File: config.mk
export PLATFORM = sky130hd
export DESIGN_NAME = retrig_oneshot
export DESIGN_NICKNAME = d
export VERILOG_FILES = /design/src/rtl/oneshot_pkg.sv /design/src/rtl/oneshot_sync.sv /design/src/rtl/oneshot_edge.sv /design/src/rtl/oneshot_timer.sv /design/src/rtl/retrig_oneshot.sv
export SDC_FILE = /design/constraint.sdc
export NUM_CORES = 1
export LEC_CHECK = 0
export BUFFER_PORTS_ARGS = -buffer_cell sky130_fd_sc_hd__clkbuf_2
export CORE_UTILIZATION = 30
export CTS_CLUSTER_SIZE = 28
export DETAILED_ROUTE_END_ITERATION = 7
export PLACE_DENSITY = 0.48
export RECOVER_POWER = 25
export SYNTH_ARGS = -nofsm -noshare
export SYNTH_HDL_FRONTEND = slang
export SYNTH_SLANG_ARGS = --single-unit
File: constraint.sdc
create_clock -name clk -period 2.34 [get_ports clk]
set_clock_uncertainty 0.1 [all_clocks]
set_input_delay 0.468 -clock clk [delete_from_list [all_inputs] [get_ports clk]]
set_output_delay 0.468 -clock clk [all_outputs]
set_load 0.01 [all_outputs]
File: src/rtl/oneshot_pkg.sv
package oneshot_pkg;

    // Synchronized control levels, one bit per input
    typedef struct packed {
        logic gate_lo_n;
        logic gate_hi;
        logic clear_n;
    } ctl_t;

    localparam int CTL_W = $bits(ctl_t);

endpackage

File: src/rtl/oneshot_sync.sv
module oneshot_sync #(
    parameter int STAGES = 2,
    parameter int W      = 3
) (
    input  logic         clk,
    input  logic         rst,
    input  logic [W-1:0] din,
    output logic [W-1:0] dout
);

    typedef struct packed {
        logic [STAGES-1:0][W-1:0] chain;
    } sync_st_t;

    sync_st_t st_d, st_q;

    always_comb begin
        st_d = st_q;
        st_d.chain[0] = din;
        for (int i = 1; i < STAGES; i++) begin
            st_d.chain[i] = st_q.chain[i-1];
        end
    end

    always_ff @(posedge clk) begin
        if (rst) begin
            st_q <= '0;
        end else begin
            st_q <= st_d;
        end
    end

    assign dout = st_q.chain[STAGES-1];

endmodule

File: src/rtl/oneshot_edge.sv
module oneshot_edge
    import oneshot_pkg::*;
#(
    parameter int STAGES = 2
) (
    input  logic clk,
    input  logic rst,
    input  ctl_t lvl,
    output logic fire,
    output logic clr_lvl
);

    // Edges are judged only once both the chain and the history register hold real levels
    localparam int ARM    = STAGES + 1;
    localparam int WARM_W = $clog2(ARM + 1);
    localparam logic [WARM_W-1:0] ARM_V = WARM_W'(ARM);

    typedef struct packed {
        ctl_t              prev;
        logic [WARM_W-1:0] warm;
    } edge_st_t;

    edge_st_t st_d, st_q;
    logic     armed;
    logic     hi_rise, lo_fall, clr_rise;

    always_comb begin
        st_d      = st_q;
        st_d.prev = lvl;
        if (st_q.warm != ARM_V) begin
            st_d.warm = st_q.warm + 1'b1;
        end

        armed    = (st_q.warm == ARM_V);
        hi_rise  = lvl.gate_hi & ~st_q.prev.gate_hi;
        lo_fall  = ~lvl.gate_lo_n & st_q.prev.gate_lo_n;
        clr_rise = lvl.clear_n & ~st_q.prev.clear_n;

        fire = armed & lvl.clear_n &
               ((~lvl.gate_lo_n & hi_rise) |
                (lvl.gate_hi & lo_fall) |
                (~lvl.gate_lo_n & lvl.gate_hi & clr_rise));
    end

    always_ff @(posedge clk) begin
        if (rst) begin
            st_q <= '0;
        end else begin
            st_q <= st_d;
        end
    end

    assign clr_lvl = lvl.clear_n;

endmodule

File: src/rtl/oneshot_timer.sv
module oneshot_timer #(
    parameter int DUR_W = 8
) (
    input  logic             clk,
    input  logic             rst,
    input  logic             fire,
    input  logic             clr_lvl,
    input  logic [DUR_W-1:0] dur,
    output logic             q,
    output logic             qn
);

    typedef struct packed {
        logic [DUR_W-1:0] cnt;
        logic             out;
        logic             out_n;
    } tmr_st_t;

    localparam tmr_st_t IDLE = '{cnt: '0, out: 1'b0, out_n: 1'b1};

    tmr_st_t st_d, st_q;

    always_comb begin
        st_d = st_q;
        if (!clr_lvl) begin
            st_d.cnt = '0;
        end else if (fire) begin
            st_d.cnt = dur;
        end else if (st_q.cnt != '0) begin
            st_d.cnt = st_q.cnt - 1'b1;
        end
        st_d.out   = (st_d.cnt != '0);
        st_d.out_n = (st_d.cnt == '0);
    end

    always_ff @(posedge clk) begin
        if (rst) begin
            st_q <= IDLE;
        end else begin
            st_q <= st_d;
        end
    end

    assign q  = st_q.out;
    assign qn = st_q.out_n;

endmodule

File: src/rtl/retrig_oneshot.sv
module retrig_oneshot
    import oneshot_pkg::*;
#(
    parameter int DUR_W  = 8,
    parameter int STAGES = 2
) (
    input  logic             clk,
    input  logic             rst,
    input  logic             gate_lo_n,
    input  logic             gate_hi,
    input  logic             clear_n,
    input  logic [DUR_W-1:0] width_cycles,
    output logic             pulse,
    output logic             pulse_n
);

    ctl_t raw_w, sync_w;
    logic fire_w;
    logic clr_w;

    assign raw_w = '{gate_lo_n: gate_lo_n, gate_hi: gate_hi, clear_n: clear_n};

    oneshot_sync #(
        .STAGES(STAGES),
        .W     (CTL_W)
    ) u_sync (
        .clk (clk),
        .rst (rst),
        .din (raw_w),
        .dout(sync_w)
    );

    oneshot_edge #(
        .STAGES(STAGES)
    ) u_edge (
        .clk    (clk),
        .rst    (rst),
        .lvl    (sync_w),
        .fire   (fire_w),
        .clr_lvl(clr_w)
    );

    oneshot_timer #(
        .DUR_W(DUR_W)
    ) u_timer (
        .clk    (clk),
        .rst    (rst),
        .fire   (fire_w),
        .clr_lvl(clr_w),
        .dur    (width_cycles),
        .q      (pulse),
        .qn     (pulse_n)
    );

endmodule

==> summary.md, run 1 <==
| Metric | Value |
|---|---|
| CTS root buffer | clkbuf_4 |
| Slew Limit Headroom | 0.667 |
| DR WL met3 | 63 µm |
| Synthesis warning total | 0 |
| DR pass1 iterations | 4 |
| Setup TNS Final | 0 ns |
| Post-synthesis xor/xnor area fraction | 0.0523 |
| Grt ovf | 0 |
| Synth Area in Simple Gates | 0.271 |
| Worst Path Max Fanout | 14 |
| Min Tclk post-route | roughly 2.0 ns |
| Area of the multi-input gates | 538 µm² |
| DRC violations left | 0 |
| Synthesized flop and latch total | 21 |
| Final std cells w/o fill | 170 |
| Placed cell area | 1120 µm² |
| Syn_nets | approximately 130 |
| Hold WS | between 0.2 and 0.3 ns |
| Drt first-iter violations | 24 |
| DR vias/cell | 4.84 |
| Placed insts | between 150 and 200 |
| Die Y | 59.9 µm |
| Commonest cells after routing, fill and taps aside | dfxtp_1, nor2_1, clkbuf_2 |
| Post-DRT Antenna Nets | 0 |
| Max-cap violations | 0 |
| CP Capture Type | flip-flop |
| Status | completed |
| Starting Density | 0.324 |
| First-pass GRT wire length | 3430 µm |
| RSZ-0062 raised after global routing | no |
| Nets@finish | ~140 |
| Fin. Hold Viols | 0 |
| WL/cell | about 12 µm |
| Share of layout cells above drive strength 1 | 0.198 |
| CTS H-tree depth | 1 |
| IR drop worst, VDD | roughly 200 µV |
| Number of diodes | 0 |
| Layout fillers | ~350 |
| TritonCTS sink count | 21 |
| Clock-pin slew on the worst setup and hold paths | approximately 0.11 ns |
| Main combinational cell family by area after synthesis | simple AND/OR/NAND/NOR gates |
| DR top layer | met4 |
| Worst Max-Slew Pin Slew | ~0.5 ns |
| Synth Instances | about 110 |
| Layout area overhead | 14.2% |
| Pins Over Slew Limit | 0 |
| Fraction of synthesized area in multiplexers | 0.0249 |
| Routed via count | between 800 and 900 |
| WS Path Type | reg2reg |
| Period utilization | 0.867 |
| TritonCTS Buffers | 3 |
| Sequential share of the synthesized area | 0.418 |
| I/O pin count | 15 |
| Hold WC Path Type | in2reg |
| Metal-1 WL | a little over 900 µm |
| Syn Area/Cell | ~9.1 µm² |
| Metal2 WL | around 980 µm |
| Leakage | 0.478 nW |
| Rows | 20 |
| Worst-Skew Late Latency | 0.30 ns |
| CP Data Required Time | between 2 and 2.5 ns |
| Max Clk Rate | a little under 0.5 GHz |
| Setup violators final | 0 |
| Routed WL | 2010 µm |
| Setup fix buffers added after clock tree synthesis | 0 |
| Pwr per Cell Area | around 520 nW/µm² |
| Netlist cell types | 37 |
| Placer congestion estimate | around 0.86 |
| Design area | between 1000 and 1500 µm² |
| Arrival @ worst endpoint | around 2.1 ns |
| Die width | around 60 µm |
| Hold_buf cts | 0 |
| Number of global-route vias before repair | 772 |
| Register area | 420 µm² |
| Synth Area in Adders | 0.0374 |
| CTS tree | yes |
| Gr usage total | 0.132 |
| Startpoint Class | flip-flop |
| Clock buffer depth | 2 |
| Die ar. | 3580 µm² |
| Post-cts sizing count | 0 |
| Mapped Area | around 1000 µm² |
| Port bufs | 14 |
| Most common cell after layout, fill and taps aside | dfxtp_1 |
| Core area | 3100 µm² |
| Largest net degree at the start of global routing | 15 |
| Initial antenna violation count | 0 |
| Post-synthesis compound-gate area fraction | 0.149 |
| Hpwl dp | approximately 1600 µm |
==> state kept, by name (all words and copies together), names as in the netlist <==
register,count
u_timer.st_q,8
u_sync.dout,3
u_edge.st_q,5
u_sync.st_d,3
u_timer.qn,1
u_timer.q,1
==> synthesized netlist by cell type (all sizes together) <==
cell / number / area, µm²
a22oi: 3 / 22.5
nor4b: 1 / 15.0
inv: 4 / 15.0
o21ai: 2 / 10.0
nand4b: 1 / 8.76
xnor2: 2 / 17.5
a41o: 1 / 10.0
a21oi: 4 / 20.0
nand2b: 2 / 12.5
a41oi: 1 / 8.76
a211oi: 1 / 7.51
ha: 3 / 37.5
nor2b: 9 / 56.3
a311oi: 1 / 8.76
and4b: 1 / 10.0
a31oi: 4 / 25.0
mux2i: 1 / 10.0
nand3b: 1 / 7.51
nor2: 15 / 56.3
buf: 1 / 11.3
nand3: 1 / 10.0
clkbuf: 5 / 20.0
a32oi: 1 / 8.76
dfxtp: 21 / 420
or4: 2 / 15.0
o211a: 1 / 10.0
mux2: 1 / 15.0
xor2: 4 / 35.0
nand2: 7 / 26.3
nor4: 1 / 6.26
nor3: 5 / 36.3
a222oi: 1 / 10.0
and3: 2 / 12.5
a31o: 1 / 8.76
==> where the power goes <==
| group | internal, mW | total, mW | switching [mW] |
|---|---|---|---|
| Sequential | 0.372 | 0.379 | 0.00698 |
| Clock | 0.0636 | 0.169 | 0.105 |
| Combinational | 0.0250 | 0.0486 | 0.0236 |
| Total | 0.460 | 0.597 | 0.136 |
==> per-layer routing <==
metal,track usage,vias up
li1,-,424
met1,0.166,382
met2,0.210,12
met3,0.0195,4
met4,0.0831,0
met5,0,-
==> kinds of logic after synthesis <==
family                     after synthesis
and+or+nand+nor                         48
AOI/OAI and AO/OA                       21
xor gates and xnor gates                 6
muxes                                    2
adders and majority gates                3
DFF                                     21
buffers and inverters                   10
==> stage by stage <==
step	total power, mW	setup WS (ns)	util
after global routing	0.634	0.174	0.370
after global placement	0.434	0.378	0.361
final	0.597	0.310	0.370
after CTS	0.612	0.314	0.370
after floorplan	0.418	0.489	-
after detailed placement	0.437	0.345	0.361
==> critical path: stages, from the launching register on <==
cell and delay (ns):
dfxtp_1 0.36, ha_1 0.24, and4b_1 0.54, a31oi_1 0.11, a222oi_1 0.39, a41oi_1 0.16
==> path summary, 6_finish.rpt <==
path	start	to	slack, ns	depth (start not counted)
max	u_edge.st_q[0]	u_timer.q	0.31	5
min	gate_hi	u_sync.st_d[4]	0.27	2
max reg2reg	u_edge.st_q[0]	u_timer.q	0.31	5
min reg2reg	u_sync.st_d[5]	u_sync.dout[2]	0.36	1
==> final cells by class <==
| cell class | count | share of cell area |
|---|---|---|
| clock buffers | 3 | 0.0196 |
| clock inverters | 1 | 0.00436 |
| inverters | 4 | 0.0131 |
| multi-input cells | 80 | 0.469 |
| flip-flops and latches | 21 | 0.366 |
| well taps | 44 | 0.0480 |
| repair buffers | 17 | 0.0796 |
No activity file was read; power rests on OpenSTA's default activity.
==> run 2: changes to the inputs <==
- RECOVER_POWER: 25 -> default
==> run 2 against run 1 <==
Core utilization is essentially flat. Fmax is essentially flat. Clock-buffer cell count is the same. Register-to-register slack is essentially flat. First-iteration DRC count is the same. Non-clock buffer count is the same. Die area is the same. Design area grew 0.11%. Largest power group unchanged.
==> summary.md, run 2 (synthesized netlist as in run 1, its figures left out) <==
| Metric | Value |
|---|---|
| Final core utilization | 0.370 (+0.000403) |
| Worst Path Max Fanout | 14 (unchanged) |
| CTS H-tree depth | 1 (unchanged) |
| I/O pin count | 15 (unchanged) |
| Number of global-route vias before repair | 772 (unchanged) |
| Largest register FFs | 8 (unchanged) |
| Top delay family on crit path | compound AO/OA/AOI/OAI gates |
| Layout fillers | 351 (-0.28%) |
| FF-to-FF End | u_timer.q |
| Core area | 3100 µm² (unchanged) |
| Number of diodes | 0 (unchanged) |
| WHS Endpoint | u_sync.st_d[4] |
| Largest net degree at the start of global routing | 15 (unchanged) |
| IR drop worst, VDD | 204 µV (about the same) |
| Setup TNS Final | 0 ns (unchanged) |
| Arrival @ worst endpoint | 2.10 ns (about the same) |
| Total power | 597 µW (about the same) |
| Layout area overhead | 14.3% |
| TritonCTS sink count | 21 (unchanged) |
| Hold WC Path Type | in2reg |
| CP Cell Sequence | ha_1 -> and4b_1 -> a31oi_1 -> a222oi_1 -> a41oi_1 |
| Pins Over Slew Limit | 0 (unchanged) |
| CP Data Required Time | 2.41 ns (about the same) |
| Die ar. | 3580 µm² (unchanged) |
| CTS tree | yes |
| Hold WS | 0.270 ns (+0.0000110 ns) |
| Worst Max-Slew Pin Slew | 0.500 ns (unchanged) |
| Status | completed |
| Most common cell after layout, fill and taps aside | dfxtp_1 |
| Clock buffer depth | 2 (unchanged) |
| Pwr per Cell Area | 520 nW/µm² (about the same) |
| Clock-pin slew on the worst setup and hold paths | 0.11 ns (about the same) |
| Rows | 20 (unchanged) |
| Share of layout cells above drive strength 1 | 0.206 (+0.00794) |
| Reg2reg path depth | 5 (unchanged) |
| Setup slack, reg-to-reg | 0.31 ns (about the same) |
| Placer congestion estimate | 0.862 (unchanged) |
| Commonest cells after routing, fill and taps aside | dfxtp_1, nor2_1, clkbuf_2 |
| DR pass1 iterations | 4 (unchanged) |
| Die width | 59.9 µm (unchanged) |
| Port bufs | 14 (unchanged) |
| Drt first-iter violations | 24 (unchanged) |
| TritonCTS Buffers | 3 (unchanged) |
| Initial antenna violation count | 0 (unchanged) |
| Gr usage total | 0.132 (unchanged) |
| Grt ovf | 0 (unchanged) |
| Biggest regs | u_timer.st_q x8, u_edge.st_q x5 |
| Period utilization | 0.867 (about the same) |
| CP max stage delay | 0.54 ns (about the same) |
| Nets@finish | 143 (unchanged) |
| Max Clk Rate | 0.493 GHz (about the same) |
| Setup fix buffers added after clock tree synthesis | 0 (unchanged) |
| Startpoint Class | flip-flop |
| Setup violators final | 0 (unchanged) |
| Leakage | 0.481 nW (+0.62%) |
| Hold Startpoint | gate_hi |
| CP bufs+invs | 0 (unchanged) |
| Worst-Skew Late Latency | 0.30 ns (about the same) |
| CP Capture Type | flip-flop |
| Largest register by flop count | u_timer.st_q |
| Starting Density | 0.324 (unchanged) |
| Hpwl dp | 1590 µm (unchanged) |
| Routed WL | 2010 µm (unchanged) |
| Min Tclk post-route | 2.03 ns (+0.0000670 ns) |
| Slew Limit Headroom | 0.667 (unchanged) |
| R2r startpoint | u_edge.st_q[0] |
| First-pass GRT wire length | 3430 µm (unchanged) |
| WL/cell | 11.8 µm (unchanged) |
| WS Path Type | reg2reg |
| Max-cap violations | 0 (unchanged) |
| DR vias/cell | 4.84 (unchanged) |
| Die Y | 59.9 µm (unchanged) |
| CP max stage cell | and4b_1 |
| Post-cts sizing count | 0 (unchanged) |
| Routed via count | 822 (unchanged) |
| Hold_buf cts | 0 (unchanged) |
| CTS root buffer | clkbuf_4 |
| Fin. Hold Viols | 0 (unchanged) |
| RSZ-0062 raised after global routing | no |
| Post-DRT Antenna Nets | 0 (unchanged) |
| Hold Crit Depth | 2 (unchanged) |
| DRC violations left | 0 (unchanged) |
[run 2: cell counts in the layout (fill, tap and decap cells not counted)]
Identical to the previous run, type by type.
[run 2: worst reg2reg max path, cell delays in order (launching register included)]
cell	delay, ns
dfxtp_1	0.36
ha_1	0.24
and4b_1	0.54
a31oi_1	0.12
a222oi_1	0.39
a41oi_1	0.16
[run 2: layout make-up]
class / instances / area (µm²) / area share
inverter: 4 / 15.0 / 0.0131
multi-input combinational: 80 / 538 / 0.468
sequential: 21 / 420 / 0.366
clock buffer: 3 / 22.5 / 0.0196
tap: 44 / 55.1 / 0.0479
clock inverter: 1 / 5.00 / 0.00436
timing repair buffer: 17 / 92.6 / 0.0806
[run 2: where the power goes]
group	internal, mW	leakage (nW)	switching [mW]
Combinational	0.0252	0.292	0.0237
Clock	0.0636	0.0177	0.105
Sequential	0.372	0.171	0.00696
[run 2: per-layer routing]
metal / track usage / routed length [µm] / vias to the layer above / share of wire
li1: - / - / 424 / -
met2: 0.210 / 982 / 12 / 0.49
met3: 0.0195 / 63 / 4 / 0.031
met4: 0.0831 / 44 / 0 / 0.022
met5: 0 / 0 / - / 0
met1: 0.166 / 923 / 382 / 0.46
[run 2: metrics by stage]
| step | cells | worst slack (ns) | area (µm²) |
|---|---|---|---|
| after global placement | 166 | 0.378 | 1120 |
| final | 170 | 0.310 | 1150 |
| after CTS | 170 | 0.314 | 1150 |
| after global routing | 170 | 0.174 | 1150 |
| after detailed placement | 166 | 0.345 | 1120 |
| after floorplan | 111 | 0.489 | 1000 |
[run 2: how the worst max path moves through the flow]
stage | start | endpoint | depth (start not counted)
global placement | u_edge.st_q[0] | u_timer.q | 5
detailed placement | u_edge.st_q[0] | u_timer.q | 5
floorplan | u_timer.st_q[2] | u_timer.q | 6
CTS | u_edge.st_q[0] | u_timer.q | 5
global route | u_edge.st_q[0] | u_timer.q | 5
finish | u_edge.st_q[0] | u_timer.q | 5
==> run 3: changes to the inputs <==
- CELL_PAD_IN_SITES_DETAIL_PLACEMENT: default -> 1
- CELL_PAD_IN_SITES_GLOBAL_PLACEMENT: default -> 1
- PLACE_DENSITY: 0.48 -> 0.6
==> run 3 against run 2 <==
Sequential cell count unchanged. Sequential power hardly changed. Core utilization up 0.081 points. Routed wire length is 9.0% higher. Register-to-register slack better by 0.02 ns. Global-route usage up 1.5 points. Design area grew 0.22%. Worst setup slack better by 0.018 ns. Combinational power about the same. Critical path depth up 2. Non-clock buffer count stayed put.
==> summary.md, run 3 (synthesized netlist as in run 1, its figures left out) <==
| Metric | Value |
|---|---|
| Status | completed |
| FF-to-FF End | u_timer.qn |
| Layout area overhead | 14.6% |
| Die width | 59.9 µm (unchanged) |
| CP Launch Point | u_timer.st_q[2] |
| Fin. Hold Viols | 0 (unchanged) |
| Max-cap violations | 0 (unchanged) |
| Share of layout cells above drive strength 1 | 0.206 (unchanged) |
| CTS H-tree depth | 1 (unchanged) |
| Post-cts sizing count | 0 (unchanged) |
| Largest register FFs | 8 (unchanged) |
| Final core utilization | 0.371 (+0.000807) |
| Clock buffer depth | 2 (unchanged) |
| WS Path Type | reg2reg |
| Arrival @ worst endpoint | 2.14 ns (+0.04 ns) |
| I/O pin count | 15 (unchanged) |
| Hold WC Path Type | in2reg |
| Pwr per Cell Area | 534 nW/µm² (+2.8%) |
| WL/cell | 12.9 µm (+9.0%) |
| CP Cell Sequence | inv_1 -> ha_1 -> and3_1 -> a31o_2 -> a32oi_1 -> o21ai_1 -> a41o_1 |
| TritonCTS sink count | 21 (unchanged) |
| Pins Over Slew Limit | 0 (unchanged) |
| Setup slack, reg-to-reg | 0.33 ns (+0.02 ns) |
| Setup violators final | 0 (unchanged) |
| Post-DRT Antenna Nets | 0 (unchanged) |
| Most common cell after layout, fill and taps aside | dfxtp_1 |
| DRC violations left | 0 (unchanged) |
| CP max stage cell | dfxtp_1 |
| Grt ovf | 0 (unchanged) |
| Setup TNS Final | 0 ns (unchanged) |
| Die Y | 59.9 µm (unchanged) |
| Commonest cells after routing, fill and taps aside | dfxtp_1, nor2_1, clkbuf_2 |
| CP Data Required Time | 2.46 ns (+0.05 ns) |
| Drt first-iter violations | 50 (+110%) |
| R2r startpoint | u_timer.st_q[2] |
| Setup fix buffers added after clock tree synthesis | 0 (unchanged) |
| Largest net degree at the start of global routing | 14 (-1) |
| Worst Max-Slew Pin Slew | 0.413 ns (-0.0869 ns) |
| Routed WL | 2200 µm (+9.0%) |
| Die ar. | 3580 µm² (unchanged) |
| DR vias/cell | 4.85 (+0.36%) |
| DR pass1 iterations | 4 (unchanged) |
| TritonCTS Buffers | 3 (unchanged) |
| Placer congestion estimate | 0.832 (-3.5%) |
| Max Clk Rate | 0.497 GHz (+0.89%) |
| Leakage | 0.478 nW (-0.51%) |
| Gr usage total | 0.147 (+0.0149) |
| Core area | 3100 µm² (unchanged) |
| Reg2reg path depth | 7 (+2) |
| Nets@finish | 143 (unchanged) |
| RSZ-0062 raised after global routing | no |
| Biggest regs | u_timer.st_q x8, u_edge.st_q x5 |
| Rows | 20 (unchanged) |
| Number of global-route vias before repair | 850 (+10%) |
| Number of diodes | 0 (unchanged) |
| Clock-pin slew on the worst setup and hold paths | 0.13 ns (+0.02 ns) |
| IR drop worst, VDD | 241 µV (+18%) |
| Worst Path Max Fanout | 8 (-6) |
| Worst-Skew Late Latency | 0.31 ns (about the same) |
| Slew Limit Headroom | 0.725 (+0.0582) |
| CTS root buffer | clkbuf_4 |
| Starting Density | 0.324 (unchanged) |
| Port bufs | 14 (unchanged) |
| Layout fillers | 391 (+11%) |
| CP Capture Type | flip-flop |
| Initial antenna violation count | 0 (unchanged) |
| Min Tclk post-route | 2.01 ns (-0.0179 ns) |
| Period utilization | 0.860 (-0.00764) |
| Routed via count | 825 (+0.36%) |
| Hold_buf cts | 0 (unchanged) |
| Startpoint Class | flip-flop |
| CTS tree | yes |
| First-pass GRT wire length | 3810 µm (+11%) |
| Crit path capture | u_timer.qn |
| CP max stage delay | 0.42 ns (-0.12 ns) |
| Hpwl dp | 1700 µm (+7.1%) |
| Largest register by flop count | u_timer.st_q |
## run 3: cell types whose count changed in the layout (fill, tap and decap cells not counted)
cell | previous run | this run
clkinvlp_4 | 0 | 1
clkinv_2 | 1 | 0
## run 3: area by class of cell
class / count / area (µm²) / share of cell area
timing repair buffer: 17 / 92.6 / 0.0804
multi-input combinational: 80 / 538 / 0.467
inverter: 4 / 15.0 / 0.0130
clock inverter: 1 / 7.51 / 0.00652
tap: 44 / 55.1 / 0.0478
sequential: 21 / 420 / 0.365
clock buffer: 3 / 22.5 / 0.0196
## run 3: stage by stage
stage          hold slack, ns  total power, mW  area [µm²]  cells  worst slack [ns]
3_3_place_gp            0.316            0.435        1120    166             0.425
2_1_floorplan           0.314            0.418        1000    111             0.489
3_5_place_dp            0.333            0.437        1120    166             0.352
6_report                0.256            0.615        1150    170             0.328
5_1_grt                 0.230            0.651        1150    170             0.123
4_1_cts                 0.246            0.626        1150    170             0.327
## run 3: routing by layer
| layer | GRT usage | routed length [µm] | vias to the layer above |
|---|---|---|---|
| met1 | 0.185 | 1030 | 387 |
| met4 | 0.0399 | 36 | 0 |
| met2 | 0.240 | 1070 | 13 |
| li1 | - | - | 421 |
| met3 | 0.0455 | 63 | 4 |
| met5 | 0 | 0 | - |
## run 3: worst min path at each step
stage,startpoint,end,slack [ns],cells past startpoint
final,gate_hi,u_sync.st_d[4],0.26,2
after global routing,gate_hi,u_sync.st_d[4],0.23,2
after CTS,clear_n,u_sync.st_d[3],0.25,2
after detailed placement,u_sync.st_d[4],u_sync.dout[1],0.33,1
after global placement,u_sync.st_d[3],u_sync.dout[0],0.32,1
after floorplan,u_sync.st_d[3],u_sync.dout[0],0.31,1
## run 3: power breakdown
part           switching, mW  total (mW)  internal (mW)
Sequential           0.00708       0.379          0.372
Combinational         0.0236      0.0490         0.0254
Clock                  0.122       0.187         0.0653
## run 3: worst max-delay path: cells and delay by family (launching register included)
| family | cells | cell delay (ns) |
|---|---|---|
| compound gates | 4 | 0.72 |
| fa+ha+maj | 1 | 0.32 |
| buf+inv | 1 | 0.13 |
| flops | 1 | 0.42 |
| simple gates | 1 | 0.22 |
